===== src/rtl/clkdiv_sync_pkg.sv =====
package clkdiv_sync_pkg;
  localparam int REG_W  = 8;
  localparam int DIV_W  = 3;
  localparam int ADDR_W = 1;
  localparam int CTRL_W = 3;
  localparam int MAX_RATIO = 1 << DIV_W;

  localparam logic [ADDR_W-1:0] CTRL_ADDR  = 1'b0;
  localparam logic [ADDR_W-1:0] RATIO_ADDR = 1'b1;

  // strobes from the control side to the divider datapath
  typedef struct packed {
    logic             phaseReset;
    logic [DIV_W-1:0] ratioM1;
  } divCmd_t;
endpackage


===== src/rtl/clkdiv_sync_regs.sv =====
module clkdiv_sync_regs
  import clkdiv_sync_pkg::*;
#(
  parameter int SYNC_STAGES = 2
) (
  input  logic              clk,
  input  logic              rstN,
  input  logic              regWe,
  input  logic [ADDR_W-1:0] regAddr,
  input  logic [REG_W-1:0]  regWdata,
  output logic [REG_W-1:0]  regRdata,
  input  logic              syncIn,
  output divCmd_t           cmd,
  output logic [CTRL_W-1:0] ctrlBits
);
  logic [SYNC_STAGES-1:0] syncPipe;
  logic                   syncLast;
  logic                   syncRise;
  logic                   masterEn;
  logic                   divSyncEn;
  logic                   oneShot;
  logic [DIV_W-1:0]       ratioM1;
  logic                   writeCtrl;
  logic                   writeRatio;
  logic                   qualified;
  logic                   unusedWdata;

  assign unusedWdata = ^regWdata[REG_W-1:CTRL_W];

  // synchronizer chain for the sync input
  for (genvar i = 0; i < SYNC_STAGES; i++) begin : g_syncStage
    if (i == 0) begin : g_first
      always_ff @(posedge clk) begin
        if (!rstN) syncPipe[i] <= 1'b0;
        else       syncPipe[i] <= syncIn;
      end
    end else begin : g_next
      always_ff @(posedge clk) begin
        if (!rstN) syncPipe[i] <= 1'b0;
        else       syncPipe[i] <= syncPipe[i-1];
      end
    end
  end

  always_ff @(posedge clk) begin
    if (!rstN) syncLast <= 1'b0;
    else       syncLast <= syncPipe[SYNC_STAGES-1];
  end

  assign syncRise   = syncPipe[SYNC_STAGES-1] & ~syncLast;
  assign qualified  = syncRise & masterEn & divSyncEn;
  assign writeCtrl  = regWe && (regAddr == CTRL_ADDR);
  assign writeRatio = regWe && (regAddr == RATIO_ADDR);

  // control register: a software write wins over the one-shot self-clear
  always_ff @(posedge clk) begin
    if (!rstN) begin
      masterEn  <= 1'b0;
      divSyncEn <= 1'b0;
      oneShot   <= 1'b0;
    end else if (writeCtrl) begin
      masterEn  <= regWdata[0];
      divSyncEn <= regWdata[1];
      oneShot   <= regWdata[2];
    end else if (qualified && oneShot) begin
      divSyncEn <= 1'b0;
    end
  end

  always_ff @(posedge clk) begin
    if (!rstN)           ratioM1 <= '0;
    else if (writeRatio) ratioM1 <= regWdata[DIV_W-1:0];
  end

  always_comb begin
    regRdata = '0;
    if (regAddr == CTRL_ADDR) regRdata[CTRL_W-1:0] = {oneShot, divSyncEn, masterEn};
    else                      regRdata[DIV_W-1:0]  = ratioM1;
  end

  assign cmd.phaseReset = qualified;
  assign cmd.ratioM1    = ratioM1;
  assign ctrlBits       = {oneShot, divSyncEn, masterEn};
endmodule


===== src/rtl/clkdiv_sync_div.sv =====
module clkdiv_sync_div
  import clkdiv_sync_pkg::*;
(
  input  logic             clk,
  input  logic             rstN,
  input  divCmd_t          cmd,
  output logic             clkOut,
  output logic [DIV_W-1:0] phase
);
  logic [DIV_W-1:0] phaseNext;
  logic [DIV_W:0]   highLen;
  logic             outNext;

  // high time is ceil(N/2), where N = ratioM1 + 1
  assign highLen = ({1'b0, cmd.ratioM1} + (DIV_W+1)'(2)) >> 1;

  always_comb begin
    if (cmd.phaseReset)             phaseNext = '0;
    else if (phase >= cmd.ratioM1)  phaseNext = '0;
    else                            phaseNext = phase + 1'b1;
  end

  assign outNext = ({1'b0, phaseNext} < highLen);

  always_ff @(posedge clk) begin
    if (!rstN) begin
      phase  <= '0;
      clkOut <= 1'b1;
    end else begin
      phase  <= phaseNext;
      clkOut <= outNext;
    end
  end
endmodule


===== src/rtl/clkdiv_sync_ctrl.sv =====
module clkdiv_sync_ctrl
  import clkdiv_sync_pkg::*;
#(
  parameter int SYNC_STAGES = 2
) (
  input  logic              clk,
  input  logic              rstN,
  input  logic              regWe,
  input  logic [ADDR_W-1:0] regAddr,
  input  logic [REG_W-1:0]  regWdata,
  output logic [REG_W-1:0]  regRdata,
  input  logic              syncIn,
  output logic              clkOut
);
  divCmd_t           cmd;
  logic [CTRL_W-1:0] ctrlBits;
  logic [DIV_W-1:0]  phase;

  clkdiv_sync_regs #(.SYNC_STAGES(SYNC_STAGES)) u_regs (
    .clk      (clk),
    .rstN     (rstN),
    .regWe    (regWe),
    .regAddr  (regAddr),
    .regWdata (regWdata),
    .regRdata (regRdata),
    .syncIn   (syncIn),
    .cmd      (cmd),
    .ctrlBits (ctrlBits)
  );

  clkdiv_sync_div u_div (
    .clk    (clk),
    .rstN   (rstN),
    .cmd    (cmd),
    .clkOut (clkOut),
    .phase  (phase)
  );
endmodule


===== config.mk =====
export PLATFORM = sky130hd
export DESIGN_NAME = clkdiv_sync_ctrl
export DESIGN_NICKNAME = d
export VERILOG_FILES = /design/src/rtl/clkdiv_sync_pkg.sv /design/src/rtl/clkdiv_sync_regs.sv /design/src/rtl/clkdiv_sync_div.sv /design/src/rtl/clkdiv_sync_ctrl.sv
export SDC_FILE = /design/constraint.sdc
export NUM_CORES = 1
export LEC_CHECK = 0
export BUFFER_PORTS_ARGS = -buffer_cell sky130_fd_sc_hd__buf_2
export CAP_MARGIN = 40
export CORE_MARGIN = 5
export CORE_UTILIZATION = 51
export DETAILED_ROUTE_END_ITERATION = 16
export MAX_ROUTING_LAYER = met4
export PLACE_DENSITY = 0.8
export REMOVE_ABC_BUFFERS = 1
export SLEW_MARGIN = 15
export SYNTH_ARGS = -nofsm -noshare
export SYNTH_HDL_FRONTEND = slang
export SYNTH_SLANG_ARGS = --single-unit

===== constraint.sdc =====
create_clock -name clk -period 4.3 [get_ports clk]
set_input_delay 0.215 -clock clk [delete_from_list [all_inputs] [get_ports clk]]
set_output_delay 0.215 -clock clk [all_outputs]
set_load 0.005 [all_outputs]

# [Yosys cells after proc, flatten, opt, wreduce, memory -nomap -nowiden]
# Cells that the tools add are included.
[totals] ff_bits=13 n_memories=0 output_inout_bits=9 mem_bits_rw=0 mem_bits_ro=0 latchBits=0 input_bits=13
[classes] magnitude_cmp=2 n_bitwise=5 n_addsub=2 n_eq_ne=0 n_div=0 n_reduce_logical=4 n_mul=0 mux=5 shifts=0
[ops] cell="$mux W3" count=3
[ops] cell="$add A3 B2 Y4 const B" count=1
[ops] cell="$add A3 B1 Y3 const B" count=1
[ops] cell="$and A1 B1 Y1" count=3
[ops] cell="$ge A3 B3 Y1" count=1
[ops] cell="$logic_and A1 B1 Y1" count=3
[ops] cell="$lt A3 B3 Y1" count=1
[ops] cell="$mux W1" count=2
[ops] cell="$not A1 Y1" count=2
[ops] cell="$reduce_bool A2 Y1" count=1

# [Longest topological paths before layout]
# Gate-level depths: netlist of the first run.
[logic_depth] depth_word=7 mapped_depth=9

# [Cells and area by module]
# From an unflattened synthesis of the first run, not the netlist that was laid out.
[unflattened] hier_cells=76 hier_area_um2=733.2
[modules_own_cells] mod="clkdiv_sync_regs" cells_per_inst=47 n_inst=1 area_per_inst_um2=447.9
[modules_own_cells] mod="clkdiv_sync_div" cells_per_inst=29 n_inst=1 area_per_inst_um2=285.3

# [Worst setup path before layout of the first run]
# No wires, ideal clock.
[synth_path] kind="register to register" startpoint="reg u_regs.ratioM1[1]" endpoint="reg u_div.clkOut" setup_ps=74 t_arrival_ps=2051 setup_slack_ps=2175 period_less_slack_ps=2125 stages_incl_launch_ff=10 n_path_buf=0 path_cell_list="dfxtp_1 -> inv_1 -> ha_1 -> or3b_1 -> a211oi_2 -> and2_2 -> ha_1 -> and3_1 -> o2bb2ai_1 -> a31oi_1"
[synth_between] elab_chain_cells=4 elab_cells_between_ends=5
[synth_rtl] item="start: declaration" line="clkdiv_sync_regs.sv:22" source="logic [DIV_W-1:0] ratioM1;"
[synth_rtl] item="start signal: assignment" line="clkdiv_sync_regs.sv:72" source="else if (writeRatio) ratioM1 <= regWdata[DIV_W-1:0];"
[synth_rtl] item="$ge A3 B3 Y1" line="clkdiv_sync_div.sv:19" source="else if (phase >= cmd.ratioM1) phaseNext = '0;"
[synth_rtl] item="$mux W3" line="clkdiv_sync_div.sv:19"
[synth_rtl] item="$mux W3" line="clkdiv_sync_div.sv:18" source="if (cmd.phaseReset) phaseNext = '0;"
[synth_rtl] item="named net u_div.phaseNext[2]" line="clkdiv_sync_div.sv:10" source="logic [DIV_W-1:0] phaseNext;"
[synth_rtl] item="$lt A3 B3 Y1" line="clkdiv_sync_div.sv:23" source="assign outNext = ({1'b0, phaseNext} < highLen);"
[synth_rtl] item="end signal: assignment" line="clkdiv_sync_div.sv:31" source="clkOut <= outNext;"
[synth_rtl] item="end: declaration" line="clkdiv_sync_div.sv:7" source="output logic clkOut,"
# The timed path passes the listed nets, and every way through them passes these cells.
# A chain may end at the register's enable or synchronous reset.

# [Worst setup path in the final report of the first run]
# Same ends and word-level chain as after synthesis.

==> impl_results.html, run 1 <==
<table>
<tr><th>Metric</th><th>Value</th></tr>
<tr><th colspan="2">Run status</th></tr>
<tr><td>Result of the run</td><td>complete, no violations</td></tr>
<tr><th colspan="2">Synthesis</th></tr>
<tr><td>Count of state elements after synthesis</td><td>13</td></tr>
<tr><td>Synthesized-area fraction occupied by and/or/nand/nor cells</td><td>0.208</td></tr>
<tr><td>Top cells by count, synth</td><td>sky130_fd_sc_hd__dfxtp_1 (13), sky130_fd_sc_hd__ha_1 (7), sky130_fd_sc_hd__inv_1 (6)</td></tr>
<tr><td>Yosys warning total</td><td>0</td></tr>
<tr><td>Post-synth ARST share</td><td>0</td></tr>
<tr><td>Portion of netlist area occupied by mux cells</td><td>0.0790</td></tr>
<tr><td>Biggest area consumer among synthesized cells</td><td>sky130_fd_sc_hd__dfxtp_1</td></tr>
<tr><td>Avg Cell Area, Syn</td><td>9.45 µm²</td></tr>
<tr><td>Post-synth EDFFs</td><td>0</td></tr>
<tr><td>Most instantiated library cell after synthesis</td><td>sky130_fd_sc_hd__dfxtp_1</td></tr>
<tr><td>Cell area after technology mapping</td><td>681 µm²</td></tr>
<tr><td>Yosys top cell area share</td><td>0.382</td></tr>
<tr><td>Post-synthesis cell type count</td><td>25</td></tr>
<tr><td>Largest family of logic cells by synthesized area</td><td>simple AND/OR/NAND/NOR gates</td></tr>
<tr><td>Dominant register cell in the synthesized netlist</td><td>sky130_fd_sc_hd__dfxtp_1</td></tr>
<tr><td>Post-synthesis sequential area ratio</td><td>0.382</td></tr>
<tr><td>Adder-cell share of the synthesized area</td><td>0.129</td></tr>
<tr><td>XOR/XNOR share of the synthesized area</td><td>0.0129</td></tr>
<tr><td>Leading cell types by total area after synthesis</td><td>sky130_fd_sc_hd__dfxtp_1 (38%), sky130_fd_sc_hd__ha_1 (13%), sky130_fd_sc_hd__buf_4 (5.5%), sky130_fd_sc_hd__mux2_2 (5.0%), sky130_fd_sc_hd__a21oi_1 (3.7%)</td></tr>
<tr><td>Synth Area in Compound Gates</td><td>0.0882</td></tr>
<tr><td>Cells after Synth</td><td>72</td></tr>
<tr><th colspan="2">Floorplanning</th></tr>
<tr><td>Area of the die</td><td>2170 µm²</td></tr>
<tr><td>Die X</td><td>46.5 µm</td></tr>
<tr><td>Area inside the core boundary</td><td>1280 µm²</td></tr>
<tr><td>Count of pins on the block boundary</td><td>22</td></tr>
<tr><td>Initial core utilization</td><td>0.530</td></tr>
<tr><td>Count of standard-cell rows</td><td>13</td></tr>
<tr><td>Overall die height</td><td>46.5 µm</td></tr>
<tr><th colspan="2">Global routing</th></tr>
<tr><td>Congestion Overflow GR</td><td>0</td></tr>
<tr><td>Maximum number of pins on one net before global-route repair</td><td>9</td></tr>
<tr><td>Overall track demand over capacity in global routing</td><td>0.132</td></tr>
<tr><td>Number of global-route vias before repair</td><td>470</td></tr>
<tr><td>Number of antenna violations at the first check in global routing</td><td>0</td></tr>
<tr><td>Global-route wire length before repair</td><td>1.88 mm</td></tr>
<tr><th colspan="2">Worst setup path</th></tr>
<tr><td>Startpoint kind of the worst setup timing path</td><td>flop</td></tr>
<tr><td>Kind of critical path</td><td>flop to flop</td></tr>
<tr><td>Worst path required time</td><td>4.51 ns</td></tr>
<tr><td>Max Fanout on Critical Path</td><td>6</td></tr>
<tr><td>Critical path arrival</td><td>2.51 ns</td></tr>
<tr><td>Critical path capture point type</td><td>flop</td></tr>
<tr><th colspan="2">Clocking</th></tr>
<tr><td>Reg clk slew, reported paths</td><td>0.07 ns</td></tr>
<tr><td>Clk root buf</td><td>sky130_fd_sc_hd__clkbuf_4</td></tr>
<tr><td>Later-pin clock latency in the skew report</td><td>0.27 ns</td></tr>
<tr><td>Total number of clock tree sinks</td><td>13</td></tr>
<tr><td>Clock tree from TritonCTS</td><td>done</td></tr>
<tr><td>CTS HTree Levels</td><td>1</td></tr>
<tr><td>Post-CTS Setup Bufs</td><td>0</td></tr>
<tr><td>TritonCTS Buffers</td><td>3</td></tr>
<tr><td>Worst-case clock buffer depth</td><td>2</td></tr>
<tr><td>Post-cts resize count</td><td>0</td></tr>
<tr><td>Count of hold-fix buffers inserted at cts</td><td>0</td></tr>
<tr><th colspan="2">STA</th></tr>
<tr><td>Number of hold violations in the final report</td><td>0</td></tr>
<tr><td>Setup repair after global routing missed its margin</td><td>false</td></tr>
<tr><td>Max Fclk</td><td>0.434 GHz</td></tr>
<tr><td>Minimum hold slack</td><td>0.150 ns</td></tr>
<tr><td>Final period utilization</td><td>0.536</td></tr>
<tr><td>Total negative setup slack</td><td>0 ns</td></tr>
<tr><td>Setup Skew</td><td>0.00198 ns</td></tr>
<tr><td>Number of max-slew violations in the final report</td><td>0</td></tr>
<tr><td>Final setup violation count</td><td>0</td></tr>
<tr><td>Time the final worst path needs with I/O delays and setup</td><td>2.31 ns</td></tr>
<tr><th colspan="2">Drt</th></tr>
<tr><td>Via-per-instance ratio</td><td>5.07</td></tr>
<tr><td>Final wirelength</td><td>1.15 mm</td></tr>
<tr><td>Antenna Nets Post-Route</td><td>0</td></tr>
<tr><td>1st-pass router iterations</td><td>4</td></tr>
<tr><td>Vias post-DR</td><td>507</td></tr>
<tr><td>Iteration-0 DRC count of the detailed router</td><td>10</td></tr>
<tr><td>Routed wirelength normalized by instance count</td><td>11.5 µm</td></tr>
<tr><td>Post-route DRC violation count</td><td>0</td></tr>
<tr><th colspan="2">Power and ir drop</th></tr>
<tr><td>Fraction of power consumed by the clock network</td><td>0.318</td></tr>
<tr><td>Net Sw Power</td><td>0.0554 mW</td></tr>
<tr><td>Internal portion of total power</td><td>0.175 mW</td></tr>
<tr><td>Power density over cell area</td><td>306 nW/µm²</td></tr>
<tr><td>Switching portion of total power</td><td>0.240</td></tr>
<tr><td>Worst ir drop on vdd</td><td>202 µV</td></tr>
<tr><td>Portion of total power attributed to sequential cells</td><td>0.559</td></tr>
<tr><td>Part of the total power dissipated in combinational logic</td><td>0.123</td></tr>
<tr><td>Static Leak</td><td>0.360 nW</td></tr>
<tr><td>Power after layout</td><td>0.231 mW</td></tr>
<tr><th colspan="2">Min path</th></tr>
<tr><td>Path type of the worst min-delay path</td><td>primary input to flop</td></tr>
<tr><th colspan="2">Final layout</th></tr>
<tr><td>Number of nets at the end of the flow</td><td>106</td></tr>
<tr><td>Number of standard cells in the final layout excluding fillers</td><td>100</td></tr>
<tr><td>Total of fill cells in the finished design</td><td>106</td></tr>
<tr><td>Synthesis-to-layout area growth</td><td>10.7%</td></tr>
<tr><td>ANT cells</td><td>0</td></tr>
<tr><td>Area used by sequential logic in the layout</td><td>260 µm²</td></tr>
<tr><td>Multi-input gate area</td><td>370 µm²</td></tr>
<tr><td>Share of post-route cells with drive strength above 1</td><td>0.235</td></tr>
<tr><th colspan="2">Placement</th></tr>
<tr><td>Placer's final routability congestion estimate</td><td>0.803</td></tr>
<tr><td>HPWL after detailed placement</td><td>902 µm</td></tr>
<tr><td>Count of buffers from port buffering</td><td>11</td></tr>
<tr><td>Placed cell count</td><td>96</td></tr>
<tr><th colspan="2">Flow run</th></tr>
<tr><td>Max-cap check violation count</td><td>0</td></tr>
</table>
-- power by group through the flow --
stage | clock [mW] | sequential [mW] | combinational [mW]
after global placement | 0 | 0.132 | 0.0272
after global routing | 0.0831 | 0.130 | 0.0328
after floorplan | 0 | 0.131 | 0.0174
after detailed placement | 0 | 0.132 | 0.0283
final | 0.0732 | 0.129 | 0.0284
after CTS | 0.0768 | 0.129 | 0.0284
-- cell type report --
class,instances,share of cell area
Multi-Input combinational cell,51,0.492
Sequential cell,13,0.346
Timing Repair Buffer,11,0.0731
Clock buffer,4,0.0349
Inverter,6,0.0299
Tap cell,15,0.0249
-- flip-flops by register name, indices dropped and copies added, names as in the netlist --
name / flops
u_div.clkOut: 1
u_regs.syncPipe: 2
u_regs.ratioM1: 3
u_regs.syncLast: 1
u_div.phase: 3
u_regs.masterEn: 1
u_regs.divSyncEn: 1
u_regs.oneShot: 1
-- worst paths after layout --
check / start / end / slack, ns / depth (start not counted)
worst min-delay path: syncIn / u_regs.syncPipe[0] / 0.15 / 2
worst max-delay path: u_regs.ratioM1[1] / u_div.clkOut / 1.99 / 9
worst min register to register: u_regs.syncPipe[0] / u_regs.syncPipe[1] / 0.44 / 1
worst max register to register: u_regs.ratioM1[1] / u_div.clkOut / 1.99 / 9
-- metrics by stage --
stage,cell area (µm²),worst slack (ns),utilization
2_1_floorplan,653,2.18,-
3_3_place_gp,727,2.01,0.566
3_5_place_dp,727,1.99,0.566
4_1_cts,753,1.97,0.586
5_1_grt,753,1.81,0.586
6_report,753,1.99,0.586
-- layer usage --
metal  GRT usage  part of all wire  routed length, µm
met1       0.150              0.45                516
met2       0.195              0.47                534
met3      0.0352             0.051                 58
met4       0.102             0.033                 38
met5           -                 0                  0
-- critical path, cell delays in order (launching register included) --
cell and delay (ns):
sky130_fd_sc_hd__dfxtp_1 0.40, sky130_fd_sc_hd__inv_1 0.06, sky130_fd_sc_hd__ha_1 0.20, sky130_fd_sc_hd__or3b_1 0.39
sky130_fd_sc_hd__a211oi_2 0.32, sky130_fd_sc_hd__and2_2 0.22, sky130_fd_sc_hd__ha_1 0.24, sky130_fd_sc_hd__and3_1 0.18
sky130_fd_sc_hd__o2bb2ai_1 0.12, sky130_fd_sc_hd__a31oi_1 0.12
-- kinds of logic (layout without fill, tap and decap cells) --
logic type | Yosys count | count (layout)
multiplexers | 5 | 5
AND/OR/NAND/NOR | 24 | 24
XOR/XNOR | 1 | 1
flip-flops | 13 | 13
AO/OA/AOI/OAI | 9 | 9
buffers and inverters | 12 | 21
other | 1 | 5
adder cells (fa/ha/maj) | 7 | 7
-- layout by cell type, fill, tap and decap left out --
master and count:
sky130_fd_sc_hd__nand4b_1 1, sky130_fd_sc_hd__clkbuf_4 3, sky130_fd_sc_hd__or3b_1 1, sky130_fd_sc_hd__ha_1 7
sky130_fd_sc_hd__conb_1 5, sky130_fd_sc_hd__and4b_1 1, sky130_fd_sc_hd__nand3b_1 1, sky130_fd_sc_hd__o2bb2ai_1 1
sky130_fd_sc_hd__nand2_1 5, sky130_fd_sc_hd__mux2_2 3, sky130_fd_sc_hd__nor2b_1 1, sky130_fd_sc_hd__a21oi_1 5
sky130_fd_sc_hd__o21a_1 1, sky130_fd_sc_hd__and3_1 4, sky130_fd_sc_hd__buf_2 11, sky130_fd_sc_hd__and2_1 3
sky130_fd_sc_hd__and2_2 2, sky130_fd_sc_hd__inv_1 6, sky130_fd_sc_hd__clkbuf_1 1, sky130_fd_sc_hd__a31oi_1 1
sky130_fd_sc_hd__nor2_1 2, sky130_fd_sc_hd__nand3_1 3, sky130_fd_sc_hd__a211oi_2 1, sky130_fd_sc_hd__xor2_1 1
sky130_fd_sc_hd__mux2i_1 2, sky130_fd_sc_hd__dfxtp_1 13
No activity file was read; power rests on OpenSTA's default activity.
==> inputs of run 2 (changes only) <==
- ABC_AREA: unset -> 1
- CORE_UTILIZATION: 51 -> 48
- PLACE_DENSITY: 0.8 -> 0.76
- clock period: 4.3 -> 2.3 ns (I/O delays scaled with it)
==> run 2 against run 1 <==
Register-to-register slack lost 1.5 ns. Routed wire length shrank 4.1%. Non-clock buffer count is the same. Count of clock-buffer cells in the layout is the same. Via count grew 15%. Critical path depth grew 4. Clock power grew 86%. Synthesized cell count grew 33%. Clock skew is essentially flat. Hold slack lost 0.13 ns. Fmax grew 24%. Critical path type unchanged. Highest routed layer unchanged.
==> impl_results.html, run 2 <==
<table>
<tr><th>Metric</th><th>Value</th></tr>
<tr><th colspan="2">Synthesis</th></tr>
<tr><td>Yosys warning total</td><td>0 (unchanged)</td></tr>
<tr><td>Count of state elements after synthesis</td><td>13 (unchanged)</td></tr>
<tr><td>Post-synth EDFFs</td><td>0 (unchanged)</td></tr>
<tr><td>Avg Cell Area, Syn</td><td>7.35 µm² (-22%)</td></tr>
<tr><td>Post-synthesis cell type count</td><td>19 (-24%)</td></tr>
<tr><td>Most instantiated library cell after synthesis</td><td>sky130_fd_sc_hd__nand2_1</td></tr>
<tr><td>Yosys top cell area share</td><td>0.369 (-0.0136)</td></tr>
<tr><td>Biggest area consumer among synthesized cells</td><td>sky130_fd_sc_hd__dfxtp_1</td></tr>
<tr><td>Leading cell types by total area after synthesis</td><td>sky130_fd_sc_hd__dfxtp_1 (37%), sky130_fd_sc_hd__ha_1 (12%), sky130_fd_sc_hd__nand2_1 (11%), sky130_fd_sc_hd__inv_1 (7.4%), sky130_fd_sc_hd__o21ai_1 (5.7%)</td></tr>
<tr><td>Dominant register cell in the synthesized netlist</td><td>sky130_fd_sc_hd__dfxtp_1</td></tr>
<tr><td>Top cells by count, synth</td><td>sky130_fd_sc_hd__nand2_1 (21), sky130_fd_sc_hd__inv_1 (14), sky130_fd_sc_hd__dfxtp_1 (13), sky130_fd_sc_hd__o21ai_1 (8), sky130_fd_sc_hd__ha_1 (7)</td></tr>
<tr><td>Post-synthesis sequential area ratio</td><td>0.369 (-0.0136)</td></tr>
<tr><td>Post-synth ARST share</td><td>0 (unchanged)</td></tr>
<tr><td>Cells after Synth</td><td>96 (+33%)</td></tr>
<tr><td>Cell area after technology mapping</td><td>706 µm² (+3.7%)</td></tr>
<tr><th colspan="2">Clocking</th></tr>
<tr><td>Post-CTS Setup Bufs</td><td>0 (unchanged)</td></tr>
<tr><td>CTS HTree Levels</td><td>1 (unchanged)</td></tr>
<tr><td>Count of hold-fix buffers inserted at cts</td><td>0 (unchanged)</td></tr>
<tr><td>Later-pin clock latency in the skew report</td><td>0.27 ns (about the same)</td></tr>
<tr><td>Clock tree from TritonCTS</td><td>done</td></tr>
<tr><td>Total number of clock tree sinks</td><td>13 (unchanged)</td></tr>
<tr><td>TritonCTS Buffers</td><td>3 (unchanged)</td></tr>
<tr><td>Worst-case clock buffer depth</td><td>2 (unchanged)</td></tr>
<tr><td>Clk root buf</td><td>sky130_fd_sc_hd__clkbuf_4</td></tr>
<tr><td>Reg clk slew, reported paths</td><td>0.07 ns (about the same)</td></tr>
<tr><td>Post-cts resize count</td><td>0 (unchanged)</td></tr>
<tr><th colspan="2">Power and ir drop</th></tr>
<tr><td>Static Leak</td><td>0.406 nW (+13%)</td></tr>
<tr><td>Power after layout</td><td>0.472 mW (+100%)</td></tr>
<tr><td>Power density over cell area</td><td>606 nW/µm² (+98%)</td></tr>
<tr><td>Worst ir drop on vdd</td><td>502 µV (+150%)</td></tr>
<tr><th colspan="2">Final layout</th></tr>
<tr><td>Total of fill cells in the finished design</td><td>134 (+26%)</td></tr>
<tr><td>Number of nets at the end of the flow</td><td>130 (+23%)</td></tr>
<tr><td>ANT cells</td><td>0 (unchanged)</td></tr>
<tr><td>Synthesis-to-layout area growth</td><td>10.3%</td></tr>
<tr><td>Area used by sequential logic in the layout</td><td>260 µm² (unchanged)</td></tr>
<tr><td>Multi-input gate area</td><td>349 µm² (-5.7%)</td></tr>
<tr><td>Biggest registers after layout</td><td>u_div.phase: 3 flops, u_regs.ratioM1: 3 flops, u_regs.syncPipe: 2 flops</td></tr>
<tr><td>Commonest non-fill, non-tap cells in the layout</td><td>sky130_fd_sc_hd__nand2_1 (21), sky130_fd_sc_hd__inv_1 (14), sky130_fd_sc_hd__dfxtp_1 (13)</td></tr>
<tr><td>Most common library cell in the layout ignoring fill and taps</td><td>sky130_fd_sc_hd__nand2_1</td></tr>
<tr><td>Share of post-route cells with drive strength above 1</td><td>0.220 (-0.0151)</td></tr>
<tr><td>Number of standard cells in the final layout excluding fillers</td><td>124 (+24%)</td></tr>
<tr><th colspan="2">Drt</th></tr>
<tr><td>1st-pass router iterations</td><td>4 (unchanged)</td></tr>
<tr><td>Vias post-DR</td><td>582 (+15%)</td></tr>
<tr><td>Antenna Nets Post-Route</td><td>0 (unchanged)</td></tr>
<tr><td>Iteration-0 DRC count of the detailed router</td><td>9 (-1)</td></tr>
<tr><td>Routed wirelength normalized by instance count</td><td>8.88 µm (-23%)</td></tr>
<tr><td>Final wirelength</td><td>1.10 mm (-4.1%)</td></tr>
<tr><td>Post-route DRC violation count</td><td>0 (unchanged)</td></tr>
<tr><td>Via-per-instance ratio</td><td>4.69 (-7.4%)</td></tr>
<tr><th colspan="2">Flow run</th></tr>
<tr><td>Max-cap check violation count</td><td>0 (unchanged)</td></tr>
<tr><th colspan="2">Worst setup path</th></tr>
<tr><td>Critical path arrival</td><td>2.07 ns (-0.44 ns)</td></tr>
<tr><td>Reg-to-Reg End</td><td>u_div.clkOut</td></tr>
<tr><td>Critical path capture point type</td><td>flop</td></tr>
<tr><td>Delay of the slowest cell on the worst path</td><td>0.34 ns (-0.06 ns)</td></tr>
<tr><td>Depth of the worst register-to-register path</td><td>13 (+4)</td></tr>
<tr><td>Launching point of the worst reg2reg path</td><td>u_regs.ratioM1[2]</td></tr>
<tr><td>WP depth</td><td>13 (+4)</td></tr>
<tr><td>Top Family by Delay on Critical Path</td><td>adder cells</td></tr>
<tr><td>Series of cell instances along the critical path</td><td>inv_1 &gt; ha_1 &gt; nand2_1 &gt; nand2_1 &gt; a21oi_2 &gt; inv_1 &gt; nor3_1 &gt; ha_1 &gt; nand2_1 &gt; inv_2 &gt; nand2_1 &gt; nand2_1 &gt; nand2_1</td></tr>
<tr><td>Worst path required time</td><td>2.52 ns (-1.99 ns)</td></tr>
<tr><td>Most numerous cell on the critical path</td><td>sky130_fd_sc_hd__nand2_1</td></tr>
<tr><td>Kind of critical path</td><td>flop to flop</td></tr>
<tr><td>Setup crit start</td><td>u_regs.ratioM1[2]</td></tr>
<tr><td>Setup crit end</td><td>u_div.clkOut</td></tr>
<tr><td>Crit path buffers/inverters</td><td>3 (+2)</td></tr>
<tr><td>Startpoint kind of the worst setup timing path</td><td>flop</td></tr>
<tr><td>Slowest-stage cell, CP</td><td>sky130_fd_sc_hd__dfxtp_1</td></tr>
<tr><td>Max Fanout on Critical Path</td><td>4 (-2)</td></tr>
<tr><td>Minimum setup slack among reg-to-reg paths</td><td>0.45 ns (-1.55 ns)</td></tr>
<tr><th colspan="2">STA</th></tr>
<tr><td>Final setup violation count</td><td>0 (unchanged)</td></tr>
<tr><td>Setup repair after global routing missed its margin</td><td>false</td></tr>
<tr><td>Number of hold violations in the final report</td><td>0 (unchanged)</td></tr>
<tr><td>Number of max-slew violations in the final report</td><td>0 (unchanged)</td></tr>
<tr><td>Time the final worst path needs with I/O delays and setup</td><td>1.85 ns (-0.452 ns)</td></tr>
<tr><td>Final worst slack</td><td>0.445 ns (-1.55 ns)</td></tr>
<tr><td>Setup Skew</td><td>0.00236 ns (+0.000377 ns)</td></tr>
<tr><td>Final period utilization</td><td>0.806 (+0.270)</td></tr>
<tr><td>Total negative setup slack</td><td>0 ns (unchanged)</td></tr>
<tr><td>Max Fclk</td><td>0.539 GHz (+24%)</td></tr>
<tr><th colspan="2">Floorplanning</th></tr>
<tr><td>Die X</td><td>48.3 µm (+3.9%)</td></tr>
<tr><td>Count of pins on the block boundary</td><td>22 (unchanged)</td></tr>
<tr><td>Overall die height</td><td>48.3 µm (+3.9%)</td></tr>
<tr><td>Count of standard-cell rows</td><td>13 (unchanged)</td></tr>
<tr><td>Area inside the core boundary</td><td>1350 µm² (+5.1%)</td></tr>
<tr><td>Initial core utilization</td><td>0.523 (-0.00699)</td></tr>
<tr><td>Area of the die</td><td>2340 µm² (+7.9%)</td></tr>
<tr><th colspan="2">Global routing</th></tr>
<tr><td>Overall track demand over capacity in global routing</td><td>0.107 (-0.0249)</td></tr>
<tr><td>Number of antenna violations at the first check in global routing</td><td>0 (unchanged)</td></tr>
<tr><td>Number of global-route vias before repair</td><td>478 (+1.7%)</td></tr>
<tr><td>Congestion Overflow GR</td><td>0 (unchanged)</td></tr>
<tr><td>Maximum number of pins on one net before global-route repair</td><td>12 (+3)</td></tr>
<tr><td>Global-route wire length before repair</td><td>1.92 mm (+2.2%)</td></tr>
<tr><th colspan="2">Placement</th></tr>
<tr><td>Placer's final routability congestion estimate</td><td>0.782 (-2.6%)</td></tr>
<tr><td>Worst setup timing slack at the placement stage</td><td>0.464 ns (-1.53 ns)</td></tr>
<tr><td>Placed cell count</td><td>120 (+25%)</td></tr>
<tr><td>Count of buffers from port buffering</td><td>11 (unchanged)</td></tr>
<tr><td>HPWL after detailed placement</td><td>898 µm (-0.44%)</td></tr>
<tr><th colspan="2">Run status</th></tr>
<tr><td>Result of the run</td><td>complete, no violations</td></tr>
<tr><th colspan="2">Min path</th></tr>
<tr><td>Path type of the worst min-delay path</td><td>primary input to flop</td></tr>
</table>
[run 2: cell types whose count changed after synthesis, sizes merged, moves of 2 or more]
cell,delta
nand3,-3
o21ai,+8
mux2,-3
nand2,+19
nor3,+2
inv,+11
nor4,+2
nor2,+6
mux2i,-2
and2,-5
and3,-4
[run 2: how the worst min path moves through the flow]
stage / cells past startpoint / to / slack, ns / from
after global routing: 3 / u_regs.syncPipe[0] / 0.05 / syncIn
after global placement: 3 / u_regs.syncPipe[0] / 0.30 / syncIn
after floorplan: 1 / u_div.clkOut / 0.18 / rstN
final: 3 / u_regs.syncPipe[0] / 0.02 / syncIn
after detailed placement: 3 / u_regs.syncPipe[0] / 0.30 / syncIn
after CTS: 3 / u_regs.syncPipe[0] / 0.02 / syncIn
[run 2: final cells by class]
cell class | instances | share of cell area
clock buffers | 4 | 0.0338
inverters | 18 | 0.0884
flip-flops and latches | 13 | 0.334
multi-input cells | 63 | 0.449
well taps | 15 | 0.0241
repair buffers | 11 | 0.0707
[run 2: routing by layer]
layer  vias to the layer above  part of all wire  GRT usage
met1                       247              0.43      0.122
met4                         0             0.031     0.0829
met5                         -                 0          -
met3                         4             0.061     0.0275
met2                        13              0.48      0.159
li1                        318                 -          -
[run 2: where the power goes]
| group | switching, mW | leakage, nW | internal, mW |
|---|---|---|---|
| combinational | 0.0515 | 0.285 | 0.0353 |
| clock | 0.0689 | 0.0150 | 0.0671 |
| sequential | 0.00899 | 0.107 | 0.240 |
[run 2: kinds of logic (layout without fill, tap and decap cells)]
logic type / after synthesis / after routing / share of synthesized area
AO/OA/AOI/OAI: 14 / 14 / 0.105
XOR/XNOR: 1 / 1 / 0.0124
adder cells (fa/ha/maj): 7 / 7 / 0.124
buffers and inverters: 24 / 33 / 0.158
flip-flops: 13 / 13 / 0.369
other: 1 / 5 / 0.00531
AND/OR/NAND/NOR: 36 / 36 / 0.227
[run 2: worst reg2reg max path, cell delays in order (launching register included)]
cell                      delay (ns)
sky130_fd_sc_hd__dfxtp_1        0.34
sky130_fd_sc_hd__inv_1          0.08
sky130_fd_sc_hd__ha_1           0.31
sky130_fd_sc_hd__nand2_1        0.07
sky130_fd_sc_hd__nand2_1        0.06
sky130_fd_sc_hd__a21oi_2        0.14
sky130_fd_sc_hd__inv_1          0.09
sky130_fd_sc_hd__nor3_1         0.20
sky130_fd_sc_hd__ha_1           0.27
sky130_fd_sc_hd__nand2_1        0.07
sky130_fd_sc_hd__inv_2          0.03
sky130_fd_sc_hd__nand2_1        0.05
sky130_fd_sc_hd__nand2_1        0.04
sky130_fd_sc_hd__nand2_1        0.05
[run 2: per-stage QoR]
stage / hold slack [ns] / cell area, µm² / util
final: 0.0236 / 778 / 0.576
after floorplan: 0.184 / 678 / -
after detailed placement: 0.302 / 752 / 0.557
after global routing: 0.0490 / 778 / 0.576
after CTS: 0.0194 / 778 / 0.576
after global placement: 0.299 / 752 / 0.557
==> inputs of run 3 (changes only) <==
- CORE_UTILIZATION: 48 -> 43
- PLACE_DENSITY: 0.76 -> 0.72
- clock period: 2.3 -> 1.6 ns (I/O delays scaled with it)
==> run 3 against run 2 <==
The run now ends with negative setup slack left. Sequential power grew 45%. Utilization grew 6.6 points. Count of clock-buffer cells in the layout is the same. Clock power grew 53%. Non-clock buffer count grew 14. Combinational power grew to 2.6 times the previous value. Hold slack gained 0.027 ns. First-iteration DRC count shrank 56%. Fmax grew 12%. Global-route usage grew 3.2 points. Highest routed layer unchanged. Cell area grew 26%. Clock skew shrank 0.00097 ns.
==> impl_results.html, run 3 (synthesized netlist as in run 2, its figures left out) <==
<table>
<tr><th>Metric</th><th>Value</th></tr>
<tr><th colspan="2">Drt</th></tr>
<tr><td>Via-per-instance ratio</td><td>4.78 (+1.8%)</td></tr>
<tr><td>Iteration-0 DRC count of the detailed router</td><td>4 (-5)</td></tr>
<tr><td>Antenna Nets Post-Route</td><td>0 (unchanged)</td></tr>
<tr><td>Post-route DRC violation count</td><td>0 (unchanged)</td></tr>
<tr><td>Routed wirelength normalized by instance count</td><td>10.7 µm (+21%)</td></tr>
<tr><td>1st-pass router iterations</td><td>2 (-2)</td></tr>
<tr><td>Vias post-DR</td><td>664 (+14%)</td></tr>
<tr><td>Final wirelength</td><td>1.49 mm (+36%)</td></tr>
<tr><th colspan="2">Floorplanning</th></tr>
<tr><td>Area of the die</td><td>2550 µm² (+9.2%)</td></tr>
<tr><td>Die X</td><td>50.5 µm (+4.5%)</td></tr>
<tr><td>Count of pins on the block boundary</td><td>22 (unchanged)</td></tr>
<tr><td>Initial core utilization</td><td>0.463 (-0.0597)</td></tr>
<tr><td>Count of standard-cell rows</td><td>14 (+1)</td></tr>
<tr><td>Area inside the core boundary</td><td>1520 µm² (+13%)</td></tr>
<tr><td>Overall die height</td><td>50.5 µm (+4.5%)</td></tr>
<tr><th colspan="2">Worst setup path</th></tr>
<tr><td>Kind of critical path</td><td>flop to flop</td></tr>
<tr><td>Startpoint kind of the worst setup timing path</td><td>flop</td></tr>
<tr><td>Worst path required time</td><td>1.83 ns (-0.69 ns)</td></tr>
<tr><td>Max Fanout on Critical Path</td><td>3 (-1)</td></tr>
<tr><td>Critical path capture point type</td><td>flop</td></tr>
<tr><td>Critical path arrival</td><td>1.89 ns (-0.18 ns)</td></tr>
<tr><th colspan="2">Power and ir drop</th></tr>
<tr><td>Fraction of power consumed by the clock network</td><td>0.261 (-0.027)</td></tr>
<tr><td>Worst ir drop on vdd</td><td>566 µV (+13%)</td></tr>
<tr><td>Portion of total power attributed to sequential cells</td><td>0.452 (-0.075)</td></tr>
<tr><td>Net Sw Power</td><td>0.238 mW (+84%)</td></tr>
<tr><td>Internal portion of total power</td><td>0.559 mW (+63%)</td></tr>
<tr><td>Static Leak</td><td>0.480 nW (+18%)</td></tr>
<tr><td>Switching portion of total power</td><td>0.298 (+0.0241)</td></tr>
<tr><td>Power density over cell area</td><td>815 nW/µm² (+34%)</td></tr>
<tr><td>Part of the total power dissipated in combinational logic</td><td>0.287 (+0.103)</td></tr>
<tr><th colspan="2">Final layout</th></tr>
<tr><td>Total of fill cells in the finished design</td><td>135 (+0.75%)</td></tr>
<tr><td>Biggest registers after layout</td><td>u_div.phase: 3 flops, u_regs.ratioM1: 3 flops, u_regs.syncPipe: 2 flops</td></tr>
<tr><td>Number of standard cells in the final layout excluding fillers</td><td>139 (+12%)</td></tr>
<tr><td>Share of post-route cells with drive strength above 1</td><td>0.488 (+0.268)</td></tr>
<tr><td>Most common library cell in the layout ignoring fill and taps</td><td>sky130_fd_sc_hd__nand2_1</td></tr>
<tr><td>Area used by sequential logic in the layout</td><td>267 µm² (+2.4%)</td></tr>
<tr><td>Number of nets at the end of the flow</td><td>144 (+11%)</td></tr>
<tr><td>Synthesis-to-layout area growth</td><td>38.7%</td></tr>
<tr><td>ANT cells</td><td>0 (unchanged)</td></tr>
<tr><td>Commonest non-fill, non-tap cells in the layout</td><td>sky130_fd_sc_hd__nand2_1 (15), sky130_fd_sc_hd__buf_4 (13), sky130_fd_sc_hd__buf_2 (11)</td></tr>
<tr><td>Multi-input gate area</td><td>430 µm² (+23%)</td></tr>
<tr><th colspan="2">STA</th></tr>
<tr><td>Time the final worst path needs with I/O delays and setup</td><td>1.66 ns (-0.199 ns)</td></tr>
<tr><td>Number of max-slew violations in the final report</td><td>0 (unchanged)</td></tr>
<tr><td>Setup repair after global routing missed its margin</td><td>true</td></tr>
<tr><td>Final setup violation count</td><td>1 (+1)</td></tr>
<tr><td>Final worst slack</td><td>-0.0562 ns (-0.501 ns)</td></tr>
<tr><td>Max Fclk</td><td>0.604 GHz (+12%)</td></tr>
<tr><td>Number of hold violations in the final report</td><td>0 (unchanged)</td></tr>
<tr><td>Setup Skew</td><td>0.00139 ns (-0.000969 ns)</td></tr>
<tr><td>Total negative setup slack</td><td>-0.0562 ns (-0.0562 ns)</td></tr>
<tr><td>Final period utilization</td><td>1.04 (+0.229)</td></tr>
<tr><th colspan="2">Clocking</th></tr>
<tr><td>Worst-case clock buffer depth</td><td>2 (unchanged)</td></tr>
<tr><td>Reg clk slew, reported paths</td><td>0.08 ns (about the same)</td></tr>
<tr><td>Clk root buf</td><td>sky130_fd_sc_hd__clkbuf_4</td></tr>
<tr><td>Later-pin clock latency in the skew report</td><td>0.28 ns (about the same)</td></tr>
<tr><td>Clock tree from TritonCTS</td><td>done</td></tr>
<tr><td>Total number of clock tree sinks</td><td>13 (unchanged)</td></tr>
<tr><td>CTS HTree Levels</td><td>1 (unchanged)</td></tr>
<tr><td>TritonCTS Buffers</td><td>3 (unchanged)</td></tr>
<tr><th colspan="2">Min path</th></tr>
<tr><td>Path type of the worst min-delay path</td><td>primary input to flop</td></tr>
<tr><th colspan="2">Flow run</th></tr>
<tr><td>Max-cap check violation count</td><td>0 (unchanged)</td></tr>
<tr><th colspan="2">Placement</th></tr>
<tr><td>Count of buffers from port buffering</td><td>11 (unchanged)</td></tr>
<tr><td>HPWL after detailed placement</td><td>994 µm (+11%)</td></tr>
<tr><td>Placed cell count</td><td>128 (+6.7%)</td></tr>
<tr><td>Placer's final routability congestion estimate</td><td>0.757 (-3.2%)</td></tr>
<tr><th colspan="2">Global routing</th></tr>
<tr><td>Global-route wire length before repair</td><td>2.60 mm (+36%)</td></tr>
<tr><td>Maximum number of pins on one net before global-route repair</td><td>12 (unchanged)</td></tr>
<tr><td>Number of antenna violations at the first check in global routing</td><td>0 (unchanged)</td></tr>
<tr><td>Overall track demand over capacity in global routing</td><td>0.139 (+0.0317)</td></tr>
<tr><td>Number of global-route vias before repair</td><td>645 (+35%)</td></tr>
<tr><td>Congestion Overflow GR</td><td>0 (unchanged)</td></tr>
<tr><th colspan="2">Run status</th></tr>
<tr><td>Result of the run</td><td>finished with violations</td></tr>
<tr><td>Violations in the final reports</td><td>negative setup slack</td></tr>
</table>
[run 3: final timing paths]
check,startpoint,end,slack [ns],cells after the start
max,u_regs.ratioM1[1],u_div.clkOut,-0.06,13
min,regWdata[0],u_regs.masterEn,0.05,3
max reg2reg,u_regs.ratioM1[1],u_div.clkOut,-0.06,13
min reg2reg,u_regs.syncPipe[0],u_regs.syncPipe[1],0.42,2
[run 3: final cells by class]
cell class	count	area share
multi-input cells	63	0.440
repair buffers	25	0.166
well taps	16	0.0205
flip-flops and latches	13	0.272
inverters	18	0.0742
clock buffers	4	0.0269
[run 3: per-stage QoR]
stage / cell area, µm² / hold WS, ns / util / setup slack, ns / power, mW
CTS: 938 / 0.0455 / 0.616 / -0.0967 / 0.774
global route: 978 / 0.0521 / 0.642 / -0.151 / 0.855
global placement: 806 / 0.265 / 0.529 / -0.111 / 0.509
detailed placement: 806 / 0.268 / 0.529 / -0.200 / 0.514
finish: 978 / 0.0505 / 0.642 / -0.0562 / 0.797
floorplan: 678 / 0.149 / - / -0.0758 / 0.452
[run 3: power by group through the flow]
stage / Sequential (mW) / Combinational (mW) / Clock, mW
4_1_cts: 0.360 / 0.197 / 0.216
6_report: 0.360 / 0.229 / 0.208
3_5_place_dp: 0.364 / 0.151 / 0
2_1_floorplan: 0.364 / 0.0883 / 0
3_3_place_gp: 0.363 / 0.146 / 0
5_1_grt: 0.363 / 0.261 / 0.231
[run 3: critical path, cell delays in order, from the launching register on]
cell                       delay [ns]
sky130_fd_sc_hd__dfxtp_2         0.36
sky130_fd_sc_hd__clkinv_4        0.06
sky130_fd_sc_hd__ha_4            0.20
sky130_fd_sc_hd__nand2_2         0.06
sky130_fd_sc_hd__inv_2           0.04
sky130_fd_sc_hd__a21oi_4         0.14
sky130_fd_sc_hd__inv_2           0.07
sky130_fd_sc_hd__nor3_2          0.13
sky130_fd_sc_hd__ha_1            0.28
sky130_fd_sc_hd__nand2_1         0.09
sky130_fd_sc_hd__inv_2           0.04
sky130_fd_sc_hd__nand2_2         0.05
sky130_fd_sc_hd__nand2_2         0.04
sky130_fd_sc_hd__nand2_1         0.05
[run 3: repair_timing]
item / in CTS / in global routing
hold buffers: 1 / 0
pin swaps: 10 / 6
endpoints found under the hold margin: 1 / 0
setup endpoints to repair: 1 / 4
setup buffers: 6 / 0
gates resized for setup: 12 / 13
[run 3: metal layers]
metal	up-vias	GRT usage	part of all wire
li1	346	-	-
met5	-	-	0
met1	291	0.130	0.39
met3	9	0.0178	0.050
met2	18	0.236	0.50
met4	0	0.136	0.060
